--- config.mk ---
export PLATFORM = sky130hd
export DESIGN_NAME = txhold_buf
export DESIGN_NICKNAME = d
export VERILOG_FILES = /design/src/rtl/txhold_pkg.sv /design/src/rtl/txhold_decode.sv /design/src/rtl/txhold_single.sv /design/src/rtl/txhold_fifo.sv /design/src/rtl/txhold_buf.sv
export SDC_FILE = /design/constraint.sdc
export NUM_CORES = 1
export LEC_CHECK = 0
export ABC_AREA = 1
export CORE_MARGIN = 1
export CORE_UTILIZATION = 40
export CTS_CLUSTER_SIZE = 20
export DETAILED_ROUTE_END_ITERATION = 7
export PLACE_DENSITY = 0.69
export SLEW_MARGIN = 10
export SYNTH_ARGS = -nofsm -noshare
export SYNTH_HDL_FRONTEND = slang
export SYNTH_SLANG_ARGS = --single-unit
--- constraint.sdc ---
create_clock -name clk -period 2.59 [get_ports clk]
set_clock_uncertainty 0.15 [all_clocks]
set_input_delay 0.518 -clock clk [delete_from_list [all_inputs] [get_ports clk]]
set_output_delay 0.518 -clock clk [all_outputs]
set_load 0.03 [all_outputs]
--- src/rtl/txhold_pkg.sv ---
package txhold_pkg;
   typedef enum logic {MODE_SINGLE = 1'b0, MODE_QUEUE = 1'b1} txhold_mode_e;
   localparam int unsigned TXH_ALIAS_N = 16;
endpackage

--- src/rtl/txhold_decode.sv ---
module txhold_decode #(
   parameter int unsigned WORD_W    = 8,
   parameter int unsigned BASE_WORD = 'h40,
   parameter int unsigned ALIAS_N   = txhold_pkg::TXH_ALIAS_N
) (
   input  logic              wr_en,
   input  logic [WORD_W-1:0] wr_word,
   output logic              hit
);
   localparam int unsigned AW      = $clog2(ALIAS_N);
   localparam int unsigned BASE_HI = BASE_WORD >> AW;

   generate
      if ((1 << AW) != ALIAS_N) begin : g_bad_alias
         $error("ALIAS_N must be a power of two");
      end
      if ((BASE_WORD % ALIAS_N) != 0) begin : g_bad_base
         $error("BASE_WORD must be aligned to ALIAS_N");
      end
      if (AW >= WORD_W) begin : g_bad_width
         $error("WORD_W too small for the alias window");
      end
   endgenerate

   logic [AW-1:0] unused_low;
   assign unused_low = wr_word[AW-1:0];
   assign hit = wr_en && (wr_word[WORD_W-1:AW] == (WORD_W-AW)'(BASE_HI));
endmodule

--- src/rtl/txhold_single.sv ---
module txhold_single #(
   parameter int unsigned DATA_W = 8
) (
   input  logic              clk,
   input  logic              rst_n,
   input  logic              flush,
   input  logic              wr,
   input  logic [DATA_W-1:0] din,
   input  logic              pop,
   output logic [DATA_W-1:0] dout,
   output logic              empty
);
   logic              full_q;
   logic [DATA_W-1:0] data_q;

   always_ff @(posedge clk or negedge rst_n) begin
      if (!rst_n) begin
         full_q <= 1'b0;
         data_q <= '0;
      end else if (flush) begin
         full_q <= 1'b0;
      end else if (wr) begin
         full_q <= 1'b1;
         data_q <= din;
      end else if (pop) begin
         full_q <= 1'b0;
      end
   end

   assign dout  = data_q;
   assign empty = !full_q;

   // a write always leaves a byte waiting, whatever the pop does
   assert_write_keeps_byte_R5: assert property (@(posedge clk) disable iff (!rst_n)
      (wr && !flush) |=> (!empty && dout == $past(din)));
endmodule

--- src/rtl/txhold_fifo.sv ---
module txhold_fifo #(
   parameter int unsigned DATA_W = 8,
   parameter int unsigned DEPTH  = 16
) (
   input  logic              clk,
   input  logic              rst_n,
   input  logic              flush,
   input  logic              push,
   input  logic [DATA_W-1:0] din,
   input  logic              pop,
   output logic [DATA_W-1:0] dout,
   output logic              empty
);
   localparam int unsigned PW = $clog2(DEPTH);
   localparam int unsigned CW = PW + 1;
   localparam logic [CW-1:0] FULL_CNT = CW'(DEPTH);

   generate
      if (DEPTH < 2 || (1 << PW) != DEPTH) begin : g_bad_depth
         $error("DEPTH must be a power of two of at least 2");
      end
   endgenerate

   logic [DATA_W-1:0] mem_q [DEPTH];
   logic [PW-1:0]     rd_ptr_q, wr_ptr_q;
   logic [CW-1:0]     count_q;
   logic              push_ok, pop_ok;

   assign push_ok = push && (count_q != FULL_CNT);
   assign pop_ok  = pop && (count_q != '0);

   always_ff @(posedge clk or negedge rst_n) begin
      if (!rst_n) begin
         rd_ptr_q <= '0;
         wr_ptr_q <= '0;
         count_q  <= '0;
      end else if (flush) begin
         rd_ptr_q <= '0;
         wr_ptr_q <= '0;
         count_q  <= '0;
      end else begin
         if (push_ok) wr_ptr_q <= wr_ptr_q + 1'b1;
         if (pop_ok)  rd_ptr_q <= rd_ptr_q + 1'b1;
         if (push_ok && !pop_ok)      count_q <= count_q + 1'b1;
         else if (pop_ok && !push_ok) count_q <= count_q - 1'b1;
      end
   end

   for (genvar i = 0; i < DEPTH; i++) begin : g_slot
      always_ff @(posedge clk or negedge rst_n) begin
         if (!rst_n)                                  mem_q[i] <= '0;
         else if (push_ok && !flush && wr_ptr_q == PW'(i)) mem_q[i] <= din;
      end
   end

   assign dout  = mem_q[rd_ptr_q];
   assign empty = (count_q == '0);

   assert_no_overflow_R7: assert property (@(posedge clk) disable iff (!rst_n)
      count_q <= FULL_CNT);
   // a push into a full queue does not raise the occupancy
   assert_full_drop_R7: assert property (@(posedge clk) disable iff (!rst_n)
      (count_q == FULL_CNT && push && !flush) |=> (count_q != FULL_CNT || !$past(pop)));
endmodule

--- src/rtl/txhold_buf.sv ---
module txhold_buf #(
   parameter int unsigned WORD_W    = 8,
   parameter int unsigned BUS_W     = 32,
   parameter int unsigned DATA_W    = 8,
   parameter int unsigned DEPTH     = 16,
   parameter int unsigned BASE_WORD = 'h40
) (
   input  logic              clk,
   input  logic              rst_n,
   input  logic              wr_en,
   input  logic [WORD_W-1:0] wr_word,
   input  logic [BUS_W-1:0]  wr_data,
   input  logic              fifo_mode,
   output logic              tx_valid,
   output logic [DATA_W-1:0] tx_data,
   input  logic              tx_ready,
   output logic              hold_empty
);
   import txhold_pkg::*;

   generate
      if (DATA_W >= BUS_W) begin : g_bad_data
         $error("DATA_W must be narrower than BUS_W");
      end
   endgenerate

   txhold_mode_e     mode_q;
   logic             mode_chg, hit, wr_take, pop;
   logic             s_empty, q_empty;
   logic [DATA_W-1:0] s_dout, q_dout, char_in;
   logic [BUS_W-DATA_W-1:0] unused_hi;

   assign unused_hi = wr_data[BUS_W-1:DATA_W];
   assign char_in   = wr_data[DATA_W-1:0];

   txhold_decode #(.WORD_W(WORD_W), .BASE_WORD(BASE_WORD)) u_dec (
      .wr_en(wr_en), .wr_word(wr_word), .hit(hit));

   always_ff @(posedge clk or negedge rst_n) begin
      if (!rst_n) mode_q <= MODE_SINGLE;
      else        mode_q <= txhold_mode_e'(fifo_mode);
   end

   assign mode_chg   = (fifo_mode != mode_q);
   assign wr_take    = hit && !mode_chg;
   assign hold_empty = (mode_q == MODE_QUEUE) ? q_empty : s_empty;
   assign tx_data    = (mode_q == MODE_QUEUE) ? q_dout : s_dout;
   assign tx_valid   = !mode_chg && !hold_empty;
   assign pop        = tx_valid && tx_ready;

   txhold_single #(.DATA_W(DATA_W)) u_single (
      .clk(clk), .rst_n(rst_n), .flush(mode_chg),
      .wr(wr_take && mode_q == MODE_SINGLE), .din(char_in),
      .pop(pop && mode_q == MODE_SINGLE), .dout(s_dout), .empty(s_empty));

   txhold_fifo #(.DATA_W(DATA_W), .DEPTH(DEPTH)) u_fifo (
      .clk(clk), .rst_n(rst_n), .flush(mode_chg),
      .push(wr_take && mode_q == MODE_QUEUE), .din(char_in),
      .pop(pop && mode_q == MODE_QUEUE), .dout(q_dout), .empty(q_empty));

   assert_single_fill_R3: assert property (@(posedge clk) disable iff (!rst_n)
      (mode_q == MODE_SINGLE && !mode_chg && hit && hold_empty) |=> (tx_valid && !hold_empty));
   assert_flush_empty_R8: assert property (@(posedge clk) disable iff (!rst_n)
      mode_chg |=> hold_empty);
   assert_no_offer_on_change_R8: assert property (@(posedge clk) disable iff (!rst_n)
      mode_chg |-> !tx_valid);
   assert_hold_stable_R9: assert property (@(posedge clk) disable iff (!rst_n)
      (mode_q == MODE_QUEUE && tx_valid && !tx_ready && !mode_chg && fifo_mode)
      |=> $stable(tx_data));
   assert_outside_window_R2: assert property (@(posedge clk) disable iff (!rst_n)
      (!hit && hold_empty && !tx_ready) |=> hold_empty);
endmodule

## Word level (Yosys, flattened, before mapping)

Index checks and enable logic that the tools add are counted.

| storage, ports and cells | value |
|---|---|
| register bits after elaboration | 151 |
| word-level logic and storage cells | 105 |

| cells by class | value |
|---|---|
| $add $sub $neg | 4 |
| $lt $le $gt $ge | 1 |
| eq/ne operators | 18 |
| multiplexer cells | 15 |
| bitwise gates (word level) | 3 |
| reduce and logical (&&, ||, !) cells | 42 |

Operators with widths:

| cell | count |
|---|---|
| $bmux W8 S4 | 1 |
| $eq A4 B4 Y1 const B | 8 |
| $logic_and A1 B1 Y1 | 29 |
| $mux W8 | 3 |
| $eq A4 B3 Y1 const B | 5 |
| $mux W4 | 4 |
| $mux W5 | 3 |
| $add A4 B1 Y4 const B | 2 |
| $eq A4 B2 Y1 const B | 2 |
| $reduce_bool A3 Y1 | 2 |
| $add A5 B1 Y5 const B | 1 |
| $ge A5 B5 Y1 const B | 1 |
| $logic_not A1 Y1 | 5 |
| $logic_not A5 Y1 | 1 |
| $ne A5 B5 Y1 const B | 1 |
| $not A4 Y5 | 1 |
| $reduce_bool A5 Y1 | 1 |
| $sub A5 B1 Y5 const B | 1 |
| $eq A4 B1 Y1 const B | 1 |
| $logic_not A4 Y1 | 1 |
| $mux W1 | 4 |
| $reduce_bool A2 Y1 | 2 |
| $not A1 Y1 | 2 |
| $reduce_and A2 Y1 | 1 |
| $ne A1 B1 Y1 | 1 |

## Depth between registers and ports, before layout

| depth | value |
|---|---|
| word-level depth | 11 |
| mapped depth | 15 |

## Modules after synthesis

From an unflattened synthesis, not the netlist that was laid out.

| unflattened totals | value |
|---|---|
| cells, all modules | 944 |
| area, all modules | 7485.9 um^2 |

Modules (own cells, without submodules):

| module | times used | cells an instance | area each (um^2) |
|---|---|---|---|
| txhold_fifo | 1 | 854 | 6879.1 |
| txhold_single | 1 | 40 | 367.9 |
| txhold_buf | 1 | 44 | 215.2 |
| txhold_decode | 1 | 6 | 23.8 |

## Least setup slack after synthesis

Ideal clock, no wire load.

| timing path | value |
|---|---|
| path kind | in2reg |
| start | input port wr_word[5] |
| end | register u_fifo.count_q[4] |
| setup time | 0.067 ns |
| data arrival time | 2.310 ns |
| setup slack | 0.064 ns |
| stages | 15 |
| buffers on the path | 0 |
| path through | nor2_1 -> inv_1 -> nor2_1 -> nand2_4 -> nor2_8 -> nand2_1 -> fa_1 -> nand3_1 -> nand2_1 -> nand2_1 -> nand2_1 -> nand3b_1 -> nand2_1 -> inv_1 -> nand2_1 |

| between the ends | value |
|---|---|
| cells in the longest elaborated chain, start to end | 8 |
| elaborated cells between the ends (all ways) | 11 |
| those cells by class | eq/ne: 1; mux: 2; reduce/logical: 8 |

RTL lines:

| item | line | RTL |
|---|---|---|
| start, declared | txhold_buf.sv:11 | `input logic [WORD_W-1:0] wr_word,` |
| $eq A4 B3 Y1 * | txhold_decode.sv:27 | `assign hit = wr_en && (wr_word[WORD_W-1:AW] == (WORD_W-AW)'(BASE_HI));` |
| $logic_and A1 B1 Y1 * | txhold_decode.sv:27 |  |
| $logic_and A1 B1 Y1 * | txhold_buf.sv:45 | `assign wr_take = hit && !mode_chg;` |
| $logic_and A1 B1 Y1 * | txhold_buf.sv:58 | `.push(wr_take && mode_q == MODE_QUEUE), .din(char_in),` |
| $logic_and A1 B1 Y1 * | txhold_fifo.sv:29 | `assign push_ok = push && (count_q != FULL_CNT);` |
| $logic_and A1 B1 Y1 or $logic_not A1 Y1 (tied branches) | txhold_fifo.sv:44, txhold_fifo.sv:45 |  |
| $mux W5 or $logic_and A1 B1 Y1 (tied branches) | txhold_fifo.sv:44, txhold_fifo.sv:45 |  |
| $mux W5 or $reduce_bool A3 Y1 (tied branches) | -- |  |
| end signal, assigned | txhold_fifo.sv:44 | `if (push_ok && !pop_ok) count_q <= count_q + 1'b1;` |
| end signal, assigned | txhold_fifo.sv:45 | `else if (pop_ok && !push_ok) count_q <= count_q - 1'b1;` |
| end, declared | txhold_fifo.sv:26 | `logic [CW-1:0] count_q;` |

Every way passes the cells marked *; elsewhere a longest branch is shown, timed or not.
A chain may end at the register's enable or synchronous reset.

## Worst setup path after layout

| timing path | value |
|---|---|
| start | register u_fifo.rd_ptr_q[0] |
| end | output port tx_data[0] |

| between the ends | value |
|---|---|
| cells in the longest elaborated chain, start to end | 5 |

RTL lines:

| item | line | RTL |
|---|---|---|
| start, declared | txhold_fifo.sv:25 | `logic [PW-1:0] rd_ptr_q, wr_ptr_q;` |
| start signal, assigned | txhold_fifo.sv:43 | `if (pop_ok) rd_ptr_q <= rd_ptr_q + 1'b1;` |
| $not A4 Y5 (implied by the code) | txhold_fifo.sv:56 | `assign dout = mem_q[rd_ptr_q];` |
| $bmux W8 S4 | txhold_fifo.sv:56 |  |
| $mux W8 (implied by the code) (2 in a row) | txhold_fifo.sv:56 |  |
| $mux W8 | txhold_buf.sv:47 | `assign tx_data = (mode_q == MODE_QUEUE) ? q_dout : s_dout;` |
| end, declared | txhold_buf.sv:15 | `output logic [DATA_W-1:0] tx_data,` |

Every way passes these cells. The select of a mux whose other input is x is not followed.

==> results.md <==
- Run status: complete, but fails checks
- Failing checks: DRC, setup timing
- H-tree levels: 4
- CP max stage delay: 0.41 ns
- Layout area overhead: 20.90%
- Final Wtd Congestion: 0.8229
- Mean Syn Cell Area: 8.448 µm²
- Worst Path Required: 1.92 ns
- Worst-path cell chain: buf_12, buf_12, buf_16, nand2_1, nand3_1, nand3_1, o211ai_1, nand3_1, nand2_1, buf_6
- Critical Path End Type: output pin
- YS warnings: 0
- Slowest CP cell: dfrtp_2
- Ant diodes: 0
- Routed WL: 19.56 mm
- Critical path class: flip-flop to output pin
- Max Slew Vio Count: 0
- Tot Pwr: 0.006242 W
- Async S/R FF share, synth: 1.000
- Buffers on Ports: 26
- Initial core utilization: 0.4124
- Register area: 0.003781 mm²
- Post-synthesis compound-gate area fraction: 0.1606
- Setup WS post-layout: -0.1629 ns
- Crit path buffers/inverters: 4
- Hold Slack: 0.3289 ns
- # IOs: 55
- Post-synthesis mux area share: 0
- CTS tree: built
- Crit path DAT: 2.08 ns
- Fmax: 0.3633 GHz
- DRC Markers: 6
- Vias: 6,162
- Clock slew at reported path FFs: 0.06 ns
- First DRT Iteration DRCs: 569
- Fillcell total: 1,695
- #FFs+latches synth: 151
- Gr ovfl total: 0
- Simple-gate area share of the yosys netlist: 0.2556
- Area of the multi-input gates: 0.003356 mm²
- Post-synthesis sequential area ratio: 0.5048
- Final period utilization: 1.063
- Wire per inst: 16.64 µm
- Synth top area share: 0.5048
- Synthesized Nets: 941
- Main area contributors after synthesis: dfrtp_1 (50%), nand2_1 (16%), o21ai_1 (5.7%)
- Slew @ Worst Pin: 0.6785 ns
- Synth Instances: 886
- Yosys top cell by area: dfrtp_1
- Die W: 138.8 µm
- Chip Height: 138.8 µm
- Clock latency on the worst-skew pair: 0.42 ns
- Crit path top cell by count: nand3_1
- Static leakage: 4.267 nW
- Max-cap viol count: 0
- Minimum clock period after layout: 2.753 ns
- Layout cell share with drive strength beyond 1: 0.1753
- CTS root buffer: clkbuf_16
- Crit path max fanout: 10
- Vias in the first global route: 6,089
- First-pass GRT wire length: 32.28 mm
- Die ar.: 0.01926 mm²
- Top-count cell post-synth: nand2_1
- CP delay by family, top: buffers and inverters
- Power per cell area: 689.8 mW/mm²
- Post-synth EDFFs: 0
- Post-Syn Area: 0.007485 mm²
- Adder-cell share of the synthesized area: 0.01772
- Relative slew margins: 0.5460
- CTS buffer count: 17
- Synth Area in XOR/XNOR: 0.006018
- Largest family of logic cells by synthesized area: simple AND/OR/NAND/NOR gates
- Clk sinks: 151
- Hold crit path type: flip-flop to flip-flop
- Unrepaired setup endpoints after global routing: yes
- VDD IR max: 0.4952 mV
- Area of the core: 0.01815 mm²
- Num rows: 49
- GRT Resource Usage Total: 0.2166
- Initial antenna violation count: 0
- CP Launch Type: flip-flop
- Final Hold Vio Count: 0
- Worst-case clock buffer depth: 2
- Fin util: 0.4986
- Count of different cell masters after synthesis: 30
- Synth top cells by count: nand2_1 (319), dfrtp_1 (151), o21ai_1 (85)
- Final setup viols: 8
- Fin nets: 989
- Final setup TNS: -0.8614 ns
- DP HPWL: 12.40 mm
- Setup WS pre-CTS: -0.2513 ns
- Drt pass-1 iters: 8
- Post-route ant nets: 0
- Synth Flop Type: dfrtp_1
- Vias per inst: 5.240
- Largest net degree at the start of global routing: 59
[layout by cell type, fill, tap and decap left out, types with 2 or more instances in the layout]
master and instances:
o21ai_1 85, nor2_1 36, clkbuf_16 18, clkbuf_1 5
o21ai_0 41, ha_1 9, a21boi_1 5, buf_4 39
nand3_2 6, a21oi_1 20, dfrtp_2 2, a21oi_2 6
nor2_2 2, buf_6 8, nand2_4 13, nand3_1 44
nand4_1 7, clkinv_1 2, clkdlybuf4s50_1 15, buf_16 2
dfrtp_1 149, bufinv_16 4, nand2_1 312, nand2_2 7
o21ai_2 31, inv_1 27, o22ai_1 8, buf_12 11
a21boi_2 2, clkbuf_8 3, nor2_8 4, o211ai_1 8
[worst paths after layout]
kind | start | to | slack [ns] | cells after the start
setup / recovery | u_fifo.rd_ptr_q[0]$_DFFE_PN0P_ | tx_data[0] | -0.16 | 10
hold / removal | u_fifo.mem_q[125]$_DFFE_PN0P_ | u_fifo.mem_q[125]$_DFFE_PN0P_ | 0.33 | 2
setup reg to reg | u_fifo.count_q[0]$_DFFE_PN0P_ | u_fifo.count_q[3]$_DFFE_PN0P_ | 0.32 | 12
hold reg to reg | u_fifo.mem_q[125]$_DFFE_PN0P_ | u_fifo.mem_q[125]$_DFFE_PN0P_ | 0.33 | 2
max in group asynchronous | rst_n | u_fifo.mem_q[91]$_DFFE_PN0P_ | 1.16 | 3
min in group asynchronous | rst_n | u_fifo.mem_q[125]$_DFFE_PN0P_ | 0.48 | 2
[worst reg2reg max path: stages, from the launching register on]
cell     delay, ns
dfrtp_1       0.44
nor2_1        0.16
nand3_1       0.12
nand4_1       0.13
nand2_1       0.14
buf_4         0.19
ha_1          0.31
a21oi_1       0.13
nand2_1       0.08
o21ai_0       0.14
a21oi_1       0.06
nand2_1       0.06
nand2_1       0.05
[state kept, by name, indices dropped and copies added, names as in the netlist]
| register | flops |
|---|---|
| u_single.dout | 8 |
| u_single.full_q | 1 |
| u_fifo.rd_ptr_q | 4 |
| u_fifo.wr_ptr_q | 4 |
| u_fifo.mem_q | 128 |
| mode_q | 1 |
| u_fifo.count_q | 5 |
[what timing repair did]
item	CTS	global route
cloned	4	1
endpoints found under the setup margin	9	10
hold buffers	1	0
buffers inserted	5	1
hold endpoints to repair	53	0
resized for setup	32	16
pin swaps	16	22
[cell type report]
cell class | instances | share of cell area
Sequential cell | 151 | 0.4179
Inverter | 31 | 0.01452
Tap cell | 229 | 0.03166
Clock buffer | 25 | 0.05365
Timing Repair Buffer | 79 | 0.09582
Multi-Input combinational cell | 654 | 0.3709
Clock inverter | 7 | 0.01563
[metal layers]
metal / vias up / routed length [µm] / share of wire / track usage
li1: 3015 / - / - / -
met1: 2935 / 8937 / 0.46 / 0.2955
met2: 192 / 9150 / 0.47 / 0.3368
met3: 20 / 1215 / 0.062 / 0.05180
met4: 0 / 261 / 0.013 / 0.07661
met5: - / 0 / 0 / 0
[logic make-up (layout without fill, tap and decap cells)]
kind of cell	Yosys count	count (layout)
AOI/OAI and AO/OA	207	207
adders and majority gates	10	10
buffers and inverters	81	142
xor gates and xnor gates	3	3
and+or+nand+nor	434	434
DFF	151	151
[where the power goes]
| group | leakage, nW | internal (W) | total [W] | switching [W] |
|---|---|---|---|---|
| Combinational | 1.87 | 0.000453 | 0.00109 | 0.000632 |
| Sequential | 2.09 | 0.00244 | 0.00250 | 0.0000653 |
| Clock | 0.302 | 0.00169 | 0.00266 | 0.000965 |
[metrics by stage]
stage	area [µm²]	std cells
after floorplan	7485	886
after global placement	8128	1134
after detailed placement	8128	1134
after CTS	9027	1176
after global routing	9049	1176
final	9049	1176
Power figures use the tool's default switching activity.
